<file path="src/rtl/sar_seq_pkg.sv">
package sar_seq_pkg;
  localparam int RES_W = 8;
  localparam int BIT_W = $clog2(RES_W);

  // control-to-datapath strobes
  typedef struct packed {
    logic             clear;
    logic             setMsb;
    logic             decide;
    logic [BIT_W-1:0] bitIdx;
    logic             finish;
  } seqStrb_t;
endpackage

</file>
<file path="src/rtl/sar_clkdiv.sv">
module sar_clkdiv #(
  parameter int PHI_DIV_LO  = 2,
  parameter int PHI_DIV_MID = 4,
  parameter int PHI_DIV_HI  = 16
) (
  input  logic       clk,
  input  logic       rst,
  input  logic       cfgWr,
  input  logic [1:0] prescCode,
  input  logic       clkSel,
  input  logic       run,
  output logic       convTick
);
  localparam int PRE_W = $clog2(PHI_DIV_HI);

  logic [1:0]       prescR;
  logic             selR;
  logic [PRE_W-1:0] preCnt;
  logic [PRE_W-1:0] phiLim;
  logic             half;
  logic             phiTick;

  always_ff @(posedge clk) begin
    if (rst) begin
      prescR <= 2'b00;
      selR   <= 1'b0;
    end else if (cfgWr) begin
      prescR <= prescCode;
      selR   <= clkSel;
    end
  end

  always_comb begin
    case (prescR)
      2'b00:   phiLim = PRE_W'(PHI_DIV_LO - 1);
      2'b01:   phiLim = PRE_W'(PHI_DIV_MID - 1);
      default: phiLim = PRE_W'(PHI_DIV_HI - 1);  // 10 aliases 11
    endcase
  end

  // first stage: base clock prescaler
  always_ff @(posedge clk) begin
    if (rst || !run) begin
      preCnt <= '0;
      half   <= 1'b0;
    end else if (preCnt == phiLim) begin
      preCnt <= '0;
      half   <= ~half;
    end else begin
      preCnt <= preCnt + PRE_W'(1);
    end
  end

  assign phiTick  = run && (preCnt == phiLim);
  // second stage: pass-through or halve
  assign convTick = phiTick && (selR || half);

  AST_TICK_HALF_GAP: assert property (@(posedge clk) disable iff (rst)
    (convTick && !selR) |=> !convTick);
endmodule

</file>
<file path="src/rtl/sar_ctrl.sv">
module sar_ctrl import sar_seq_pkg::*; #(
  parameter int NUM_CH       = 6,
  parameter int SAMPLE_STEPS = 12,
  parameter int TOTAL_STEPS  = 160
) (
  input  logic                        clk,
  input  logic                        rst,
  input  logic                        startStb,
  input  logic [$clog2(NUM_CH)-1:0]   chanSel,
  input  logic                        convTick,
  output seqStrb_t                    strb,
  output logic [$clog2(NUM_CH)-1:0]   muxSel,
  output logic                        sampleEn,
  output logic                        busy,
  output logic                        done,
  output logic                        irq
);
  localparam int CH_W   = $clog2(NUM_CH);
  localparam int STEP_W = $clog2(TOTAL_STEPS);

  logic              busyR, doneR, irqR;
  logic [STEP_W-1:0] stepCnt;
  logic [CH_W-1:0]   chanR;
  logic              startOk;
  logic              lastStep;

  assign startOk  = startStb && !busyR;
  assign lastStep = busyR && convTick && (stepCnt == STEP_W'(TOTAL_STEPS - 1));

  always_ff @(posedge clk) begin
    if (rst) begin
      busyR   <= 1'b0;
      doneR   <= 1'b0;
      irqR    <= 1'b0;
      stepCnt <= '0;
      chanR   <= '0;
    end else begin
      irqR <= 1'b0;
      if (startOk) begin
        busyR   <= 1'b1;
        doneR   <= 1'b0;
        stepCnt <= '0;
        chanR   <= (chanSel < CH_W'(NUM_CH)) ? chanSel : '0;
      end else if (lastStep) begin
        busyR   <= 1'b0;
        doneR   <= 1'b1;
        irqR    <= 1'b1;
        stepCnt <= '0;
      end else if (busyR && convTick) begin
        stepCnt <= stepCnt + STEP_W'(1);
      end
    end
  end

  always_comb begin
    strb.clear  = startOk;
    strb.setMsb = busyR && convTick && (stepCnt == STEP_W'(SAMPLE_STEPS - 1));
    strb.decide = busyR && convTick &&
                  (stepCnt >= STEP_W'(SAMPLE_STEPS)) &&
                  (stepCnt <  STEP_W'(SAMPLE_STEPS + RES_W));
    // modulo arithmetic: first trial step maps to the MSB index
    strb.bitIdx = BIT_W'(SAMPLE_STEPS + RES_W - 1) - stepCnt[BIT_W-1:0];
    strb.finish = lastStep;
  end

  assign muxSel   = chanR;
  assign sampleEn = busyR && (stepCnt < STEP_W'(SAMPLE_STEPS));
  assign busy     = busyR;
  assign done     = doneR;
  assign irq      = irqR;

  AST_IRQ_SINGLE: assert property (@(posedge clk) disable iff (rst)
    irq |=> !irq);
  AST_DONE_IDLE: assert property (@(posedge clk) disable iff (rst)
    done |-> !busy);
  AST_SAMPLE_IN_BUSY: assert property (@(posedge clk) disable iff (rst)
    sampleEn |-> busy);
  AST_CHAN_LEGAL: assert property (@(posedge clk) disable iff (rst)
    muxSel < CH_W'(NUM_CH));
  AST_CHAN_HELD: assert property (@(posedge clk) disable iff (rst)
    ($past(busy) && busy) |-> $stable(muxSel));
  AST_BUSY_START_IGNORED: assert property (@(posedge clk) disable iff (rst)
    (busy && startStb) |=> ($stable(muxSel) && !($fell(done))));
endmodule

</file>
<file path="src/rtl/sar_datapath.sv">
module sar_datapath import sar_seq_pkg::*; (
  input  logic             clk,
  input  logic             rst,
  input  seqStrb_t         strb,
  input  logic             cmpIn,
  output logic [RES_W-1:0] trialCode,
  output logic [RES_W-1:0] resultCode
);
  logic [RES_W-1:0] trialR;
  logic [RES_W-1:0] resultR;

  always_ff @(posedge clk) begin
    if (rst) begin
      trialR <= '0;
    end else if (strb.clear) begin
      trialR <= '0;
    end else begin
      if (strb.setMsb)
        trialR[RES_W-1] <= 1'b1;
      if (strb.decide) begin
        trialR[strb.bitIdx] <= cmpIn;
        if (strb.bitIdx != '0)
          trialR[strb.bitIdx - BIT_W'(1)] <= 1'b1;
      end
    end
  end

  always_ff @(posedge clk) begin
    if (rst)
      resultR <= '0;
    else if (strb.finish)
      resultR <= trialR;
  end

  assign trialCode  = trialR;
  assign resultCode = resultR;

  AST_RESULT_HOLD: assert property (@(posedge clk) disable iff (rst)
    !strb.finish |=> $stable(resultCode));
  AST_ONE_ACTION: assert property (@(posedge clk) disable iff (rst)
    $countones({strb.clear, strb.setMsb, strb.decide, strb.finish}) <= 1);
endmodule

</file>
<file path="src/rtl/sar_sequencer.sv">
module sar_sequencer import sar_seq_pkg::*; #(
  parameter int NUM_CH       = 6,
  parameter int SAMPLE_STEPS = 12,
  parameter int TOTAL_STEPS  = 160,
  parameter int PHI_DIV_LO   = 2,
  parameter int PHI_DIV_MID  = 4,
  parameter int PHI_DIV_HI   = 16
) (
  input  logic             clk,
  input  logic             rst,
  input  logic             startStb,
  input  logic [2:0]       chanSel,
  input  logic             cfgWr,
  input  logic [1:0]       prescCode,
  input  logic             clkSel,
  input  logic             cmpIn,
  output logic [2:0]       muxSel,
  output logic             sampleEn,
  output logic [RES_W-1:0] trialCode,
  output logic [RES_W-1:0] resultCode,
  output logic             busy,
  output logic             done,
  output logic             irq
);
  seqStrb_t strb;
  logic     convTick;

  sar_clkdiv #(
    .PHI_DIV_LO (PHI_DIV_LO),
    .PHI_DIV_MID(PHI_DIV_MID),
    .PHI_DIV_HI (PHI_DIV_HI)
  ) u_clkdiv (
    .clk      (clk),
    .rst      (rst),
    .cfgWr    (cfgWr),
    .prescCode(prescCode),
    .clkSel   (clkSel),
    .run      (busy),
    .convTick (convTick)
  );

  sar_ctrl #(
    .NUM_CH      (NUM_CH),
    .SAMPLE_STEPS(SAMPLE_STEPS),
    .TOTAL_STEPS (TOTAL_STEPS)
  ) u_ctrl (
    .clk     (clk),
    .rst     (rst),
    .startStb(startStb),
    .chanSel (chanSel),
    .convTick(convTick),
    .strb    (strb),
    .muxSel  (muxSel),
    .sampleEn(sampleEn),
    .busy    (busy),
    .done    (done),
    .irq     (irq)
  );

  sar_datapath u_dp (
    .clk       (clk),
    .rst       (rst),
    .strb      (strb),
    .cmpIn     (cmpIn),
    .trialCode (trialCode),
    .resultCode(resultCode)
  );
endmodule

</file>
<file path="config.mk">
export PLATFORM = sky130hd
export DESIGN_NAME = sar_sequencer
export DESIGN_NICKNAME = d
export VERILOG_FILES = /design/src/rtl/sar_seq_pkg.sv /design/src/rtl/sar_clkdiv.sv /design/src/rtl/sar_ctrl.sv /design/src/rtl/sar_datapath.sv /design/src/rtl/sar_sequencer.sv
export SDC_FILE = /design/constraint.sdc
export NUM_CORES = 1
export LEC_CHECK = 0
export BUFFER_PORTS_ARGS = -buffer_cell sky130_fd_sc_hd__buf_2
export CORE_UTILIZATION = 40
export DETAILED_ROUTE_END_ITERATION = 16
export PLACE_DENSITY = 0.69
export SYNTH_ARGS = -nofsm -noshare
export SYNTH_HDL_FRONTEND = slang
export SYNTH_HIERARCHICAL = 1
export SYNTH_SLANG_ARGS = --single-unit
</file>
<file path="constraint.sdc">
create_clock -name clk -period 3.1 [get_ports clk]
set_clock_uncertainty 0.2 [all_clocks]
set_input_delay 0.62 -clock clk [delete_from_list [all_inputs] [get_ports clk]]
set_output_delay 0.62 -clock clk [all_outputs]
set_load 0.1 [all_outputs]
</file>
**Word-level counts from Yosys, hierarchy flattened**

Cells that the tools add are included.

- Flip-flop bits (word level): 38
- Input port bits: 11
- Output and inout port bits: 23
- Logic and storage cells: 65

- Add/subtract/negate cells: 4
- $lt $le $gt $ge: 8
- Equal/unequal tests: 4
- Mux-type cells: 15
- Bitwise logic cells: 2
- Reductions and logical operators: 20

Operators by type and width:

| operator | number |
|---|---|
| $mux 8 | 2 |
| $logic_and 1x1->1 | 11 |
| $add 8x1->8 const B | 1 |
| $bwmux 8 | 1 |
| $eq 8x4->1 const B | 1 |
| $eq 8x8->1 const B | 1 |
| $ge 8x4->1 const B | 1 |
| $lt 3x4->1 const B | 2 |
| $lt 8x4->1 const B | 1 |
| $lt 8x5->1 const B | 1 |
| $mux 1 | 8 |
| $or 8x8->8 | 1 |
| $pmux 4 s2 | 1 |
| $demux 1 s3 | 2 |
| $ge 3x1->1 const B | 2 |
| $add 4x1->4 const B | 1 |
| $eq 4x4->1 | 1 |
| $reduce_or 2->1 | 2 |
| $lt 3x3->1 const B | 1 |
| $mux 3 | 1 |
| $reduce_bool 3->1 | 1 |
| $reduce_or 3->1 | 1 |
| $sub 2x3->3 const A | 1 |
| $sub 3x1->3 const B | 1 |
| other kinds (6) | 7 |

**Longest topological paths before layout**

- Word-level depth: 14
- Mapped depth: 9
- Gate-level depth less buffers: 8

**Modules after synthesis**

Netlist, hierarchy kept.

By module, submodules not included:

| module | times used | cells an instance | area each (µm²) | sequential area each (µm²) |
|---|---|---|---|---|
| sar_datapath | 1 | 101 | 917.1 | 320.3 |
| sar_ctrl | 1 | 80 | 685.7 | 280.3 |
| sar_clkdiv | 1 | 33 | 341.6 | 160.2 |

**Least setup slack after synthesis**

Ideal clock, no wire load.

- Path kind: flip-flop to output port
- From: register u_ctrl.busyR, in the netlist u_ctrl/busy
- To: output port sampleEn
- Arrival: 4.007 ns
- Required time: 2.280 ns
- Slack: -1.727 ns
- Stages on the path, launching flop included: 2
- Buffers on the path: 0
- Path through: dfxtp_1 > nor4bb_1

- Word-level cells in the longest chain between the ends: 1

Ends and longest elaborated chain:

| what | RTL line | text |
|---|---|---|
| from (decl) | sar_ctrl.sv:21 | `logic busyR, doneR, irqR;` |
| from (signal assigned) | sar_ctrl.sv:32 | `busyR <= 1'b0;` |
| from (signal assigned) | sar_ctrl.sv:40 | `busyR <= 1'b1;` |
| from (signal assigned) | sar_ctrl.sv:45 | `busyR <= 1'b0;` |
| $logic_and 1x1->1 | sar_ctrl.sv:67 | `assign sampleEn = busyR && (stepCnt < STEP_W'(SAMPLE_STEPS));` |
| to (decl) | sar_sequencer.sv:18 | `output logic sampleEn,` |

No other way between the ends.

==> metrics.md <==
| Metric | Value |
|---|---|
| Status | `finished clean` |
| PD cells | `475 mW/mm^2` |
| Post-synthesis sequential area ratio | `39.1%` |
| Synthesized area per cell | `9.09 sq um` |
| CTS tree | `yes` |
| Fin. Hold Viols | `0` |
| Worst Path Max Fanout | `5` |
| Width of the die | `71.7 um` |
| Setup crit end kind | `flop` |
| Synth area leaders | `dfxtp_1 39%, mux2i_1 5.7%, nor2_1 4.2%` |
| Io pins | `34` |
| Avg WL per Cell | `13.8 um` |
| Vias in the first global route | `1547` |
| Most frequent cells after synthesis | `38 x dfxtp_1, 22 x nor2_1, 16 x a21oi_1` |
| Post-CTS setup buffers | `0` |
| Register area | `761 sq um` |
| Slew HR | `62.9%` |
| Minimum clock period | `2.70 ns` |
| Fraction of layout cells with a size suffix above 1 | `23.7%` |
| Post-route ant nets | `0` |
| Vias | `1686` |
| Die height | `71.7 um` |
| Worst hold start | `u_ctrl/muxSel[2]$_SDFFE_PP0P_` |
| First-pass GRT wire length | `7190 um` |
| Final Util | `48.8%` |
| Core area | `0.00469 sq mm` |
| Setup TNS Final | `0 ns` |
| Placed Cells | `295` |
| HPWL Detailed | `2970 um` |
| Final slew viol count | `0` |
| RSZ-0062 raised after global routing | `no` |
| Layout Cells excl Fill | `303` |
| Fin nets | `264` |
| Finish-stage setup viols | `0` |
| Largest net degree at the start of global routing | `25` |
| Clock sinks | `38` |
| Synth Flop Type | `dfxtp_1` |
| Max-Cap Viols | `0` |
| Synthesized Nets | `230` |
| Total GRT Usage | `17.8%` |
| Critical path's top delay family | `simple AND/OR/NAND/NOR gates` |
| Post-synth top area share | `39.1%` |
| Max stage delay cell, worst path | `or3b_2` |
| CP Launch Type | `flop` |
| Post-route DRC | `0` |
| Mapped Cells | `214` |
| DR iter-0 viols | `120` |
| Fmax | `371 MHz` |
| Worst EP required | `3.08 ns` |
| Critical path buffer and inverter count | `0` |
| Async S/R FF share, synth | `0%` |
| CTS Buf Count | `5` |
| Worst VDD drop | `0.307 mV` |
| Vias/cell | `5.56` |
| FILL cells | `461` |
| IO Port Bufs | `33` |
| Congestion Overflow GR | `0` |
| Reg2reg start | `u_clkdiv/preCnt[0]$_SDFF_PP0_` |
| WHS | `0.253 ns` |
| Clock-pin slew on the worst setup and hold paths | `0.08 ns` |
| Drt total wl | `4170 um` |
| Critical path startpoint | `u_clkdiv/preCnt[0]$_SDFF_PP0_` |
| Synth-to-Final Area Change | `17.8%` |
| Htree depth | `2` |
| Static Leakage | `0.934 nW` |
| Ant. Diodes | `0` |
| Initial antenna violation count | `0` |
| Count of state elements after synthesis | `38` |
| Worst Tran Pin Value | `0.555 ns` |
| # rows | `25` |
| Crit path largest cell delay | `0.53 ns` |
| CTS Buffer Depth | `2` |
| Number of distinct library cells after synthesis | `54` |
| Hold crit path type | `reg2reg` |
| Most frequent cell after synthesis | `dfxtp_1` |
| Footprint of the multi-input gates | `0.00107 sq mm` |
| Initial Utilization | `41.4%` |
| Largest area contributor in the netlist | `dfxtp_1` |
| Post-cts gate resize count | `0` |
| Netlist Area Pre-Place | `0.00194 sq mm` |
| Die area | `0.00514 sq mm` |
| Worst path cell trace | `or4b_1 > o22ai_2 > o211a_1 > nand2_1 > a211oi_1 > or3b_2 > o221ai_1 > a21oi_1` |
| RD Place Congestion | `0.754` |
| Crit path kind | `reg2reg` |
| Drt first pass iters | `4` |
| Hold-fix buffers, CTS | `0` |
| Critical Path AT | `2.68 ns` |
| Worst skew pair latency | `0.29 ns` |
| Period utilization | `87.0%` |
| Number of enable flip-flop cells after synthesis | `0` |
| Root Buffer | `clkbuf_8` |
| Synth Warn # | `6` |
==> layout by cell type, fill, tap and decap left out, types with 5 or more instances in the layout <==
cell type | Yosys | routed
nor2_1 | 22 | 22
nand2_1 | 11 | 11
a31oi_1 | 5 | 5
ha_1 | 5 | 5
o221ai_1 | 7 | 7
a21oi_1 | 16 | 16
o21ai_0 | 7 | 7
dfxtp_1 | 38 | 38
inv_1 | 9 | 9
clkbuf_8 | 2 | 6
mux2i_1 | 11 | 11
buf_4 | 3 | 6
nand3_1 | 6 | 6
buf_2 | 1 | 33
==> worst paths after layout <==
kind / cells past startpoint / end / slack, ns
worst max-delay path: 8 / u_dp/trialCode[4]$_SDFFE_PP0P_ / 0.40
worst min register to register: 2 / u_ctrl/muxSel[2]$_SDFFE_PP0P_ / 0.25
worst max register to register: 8 / u_dp/trialCode[4]$_SDFFE_PP0P_ / 0.40
worst min-delay path: 2 / u_ctrl/muxSel[2]$_SDFFE_PP0P_ / 0.25
==> layout make-up <==
| type | count | area share [%] |
|---|---|---|
| multi-input cells | 155 | 46.9 |
| flip-flops and latches | 38 | 33.2 |
| repair buffers | 39 | 9.18 |
| clock buffers | 6 | 3.61 |
| well taps | 54 | 2.95 |
| clock inverters | 2 | 2.62 |
| inverters | 9 | 1.48 |
==> registers in the layout (all words and copies together), names as in the netlist <==
signal           cells
u_ctrl/busy          1
u_dp/trialCode       8
u_ctrl/muxSel        3
u_dp/resultCode      8
u_ctrl/done          1
u_clkdiv/prescR      2
u_clkdiv/preCnt      4
u_ctrl/irq           1
u_clkdiv/half        1
u_ctrl/stepCnt       8
u_clkdiv/selR        1
==> report_power, final <==
| part | total (mW) | switching [mW] | internal, mW | leakage [nW] |
|---|---|---|---|---|
| logic | 0.0680 | 0.0483 | 0.0197 | 0.556 |
| registers | 0.500 | 0.00629 | 0.494 | 0.307 |
| clock network | 0.518 | 0.175 | 0.343 | 0.0714 |
| total | 1.09 | 0.230 | 0.857 | 0.934 |
==> cells by family (layout without fill, tap and decap cells) <==
| family | after synthesis | in the layout | synth area share (%) |
|---|---|---|---|
| flops | 38 | 38 | 39.1 |
| compound gates | 52 | 52 | 18.5 |
| simple gates | 81 | 81 | 24.1 |
| fa+ha+maj | 5 | 5 | 3.22 |
| xor+xnor | 5 | 5 | 2.25 |
| mux | 12 | 12 | 6.44 |
| buf+inv | 21 | 56 | 6.37 |
==> stage by stage <==
step / area, sq um / power (mW) / setup WS, ns
after CTS: 2290 / 1.10 / 0.393
after detailed placement: 2150 / 0.580 / 0.404
after global routing: 2290 / 1.13 / 0.213
final: 2290 / 1.09 / 0.402
after global placement: 2150 / 0.579 / 0.447
after floorplan: 1960 / 0.561 / 0.0311
==> tightest hold or removal path, stage by stage, from the launching register on <==
cell	delay [ns]
dfxtp_1	0.31
nand2_1	0.05
a21oi_1	0.05
==> layer usage <==
layer / global-route usage [%] / routed length (um) / vias to the layer above
li1: - / - / 854
met1: 21.9 / 1910 / 789
met2: 30.1 / 2050 / 39
met3: 4.22 / 156 / 4
met4: 7.19 / 62 / 0
met5: 0 / 0 / -
(Power assumes the default switching activity.)
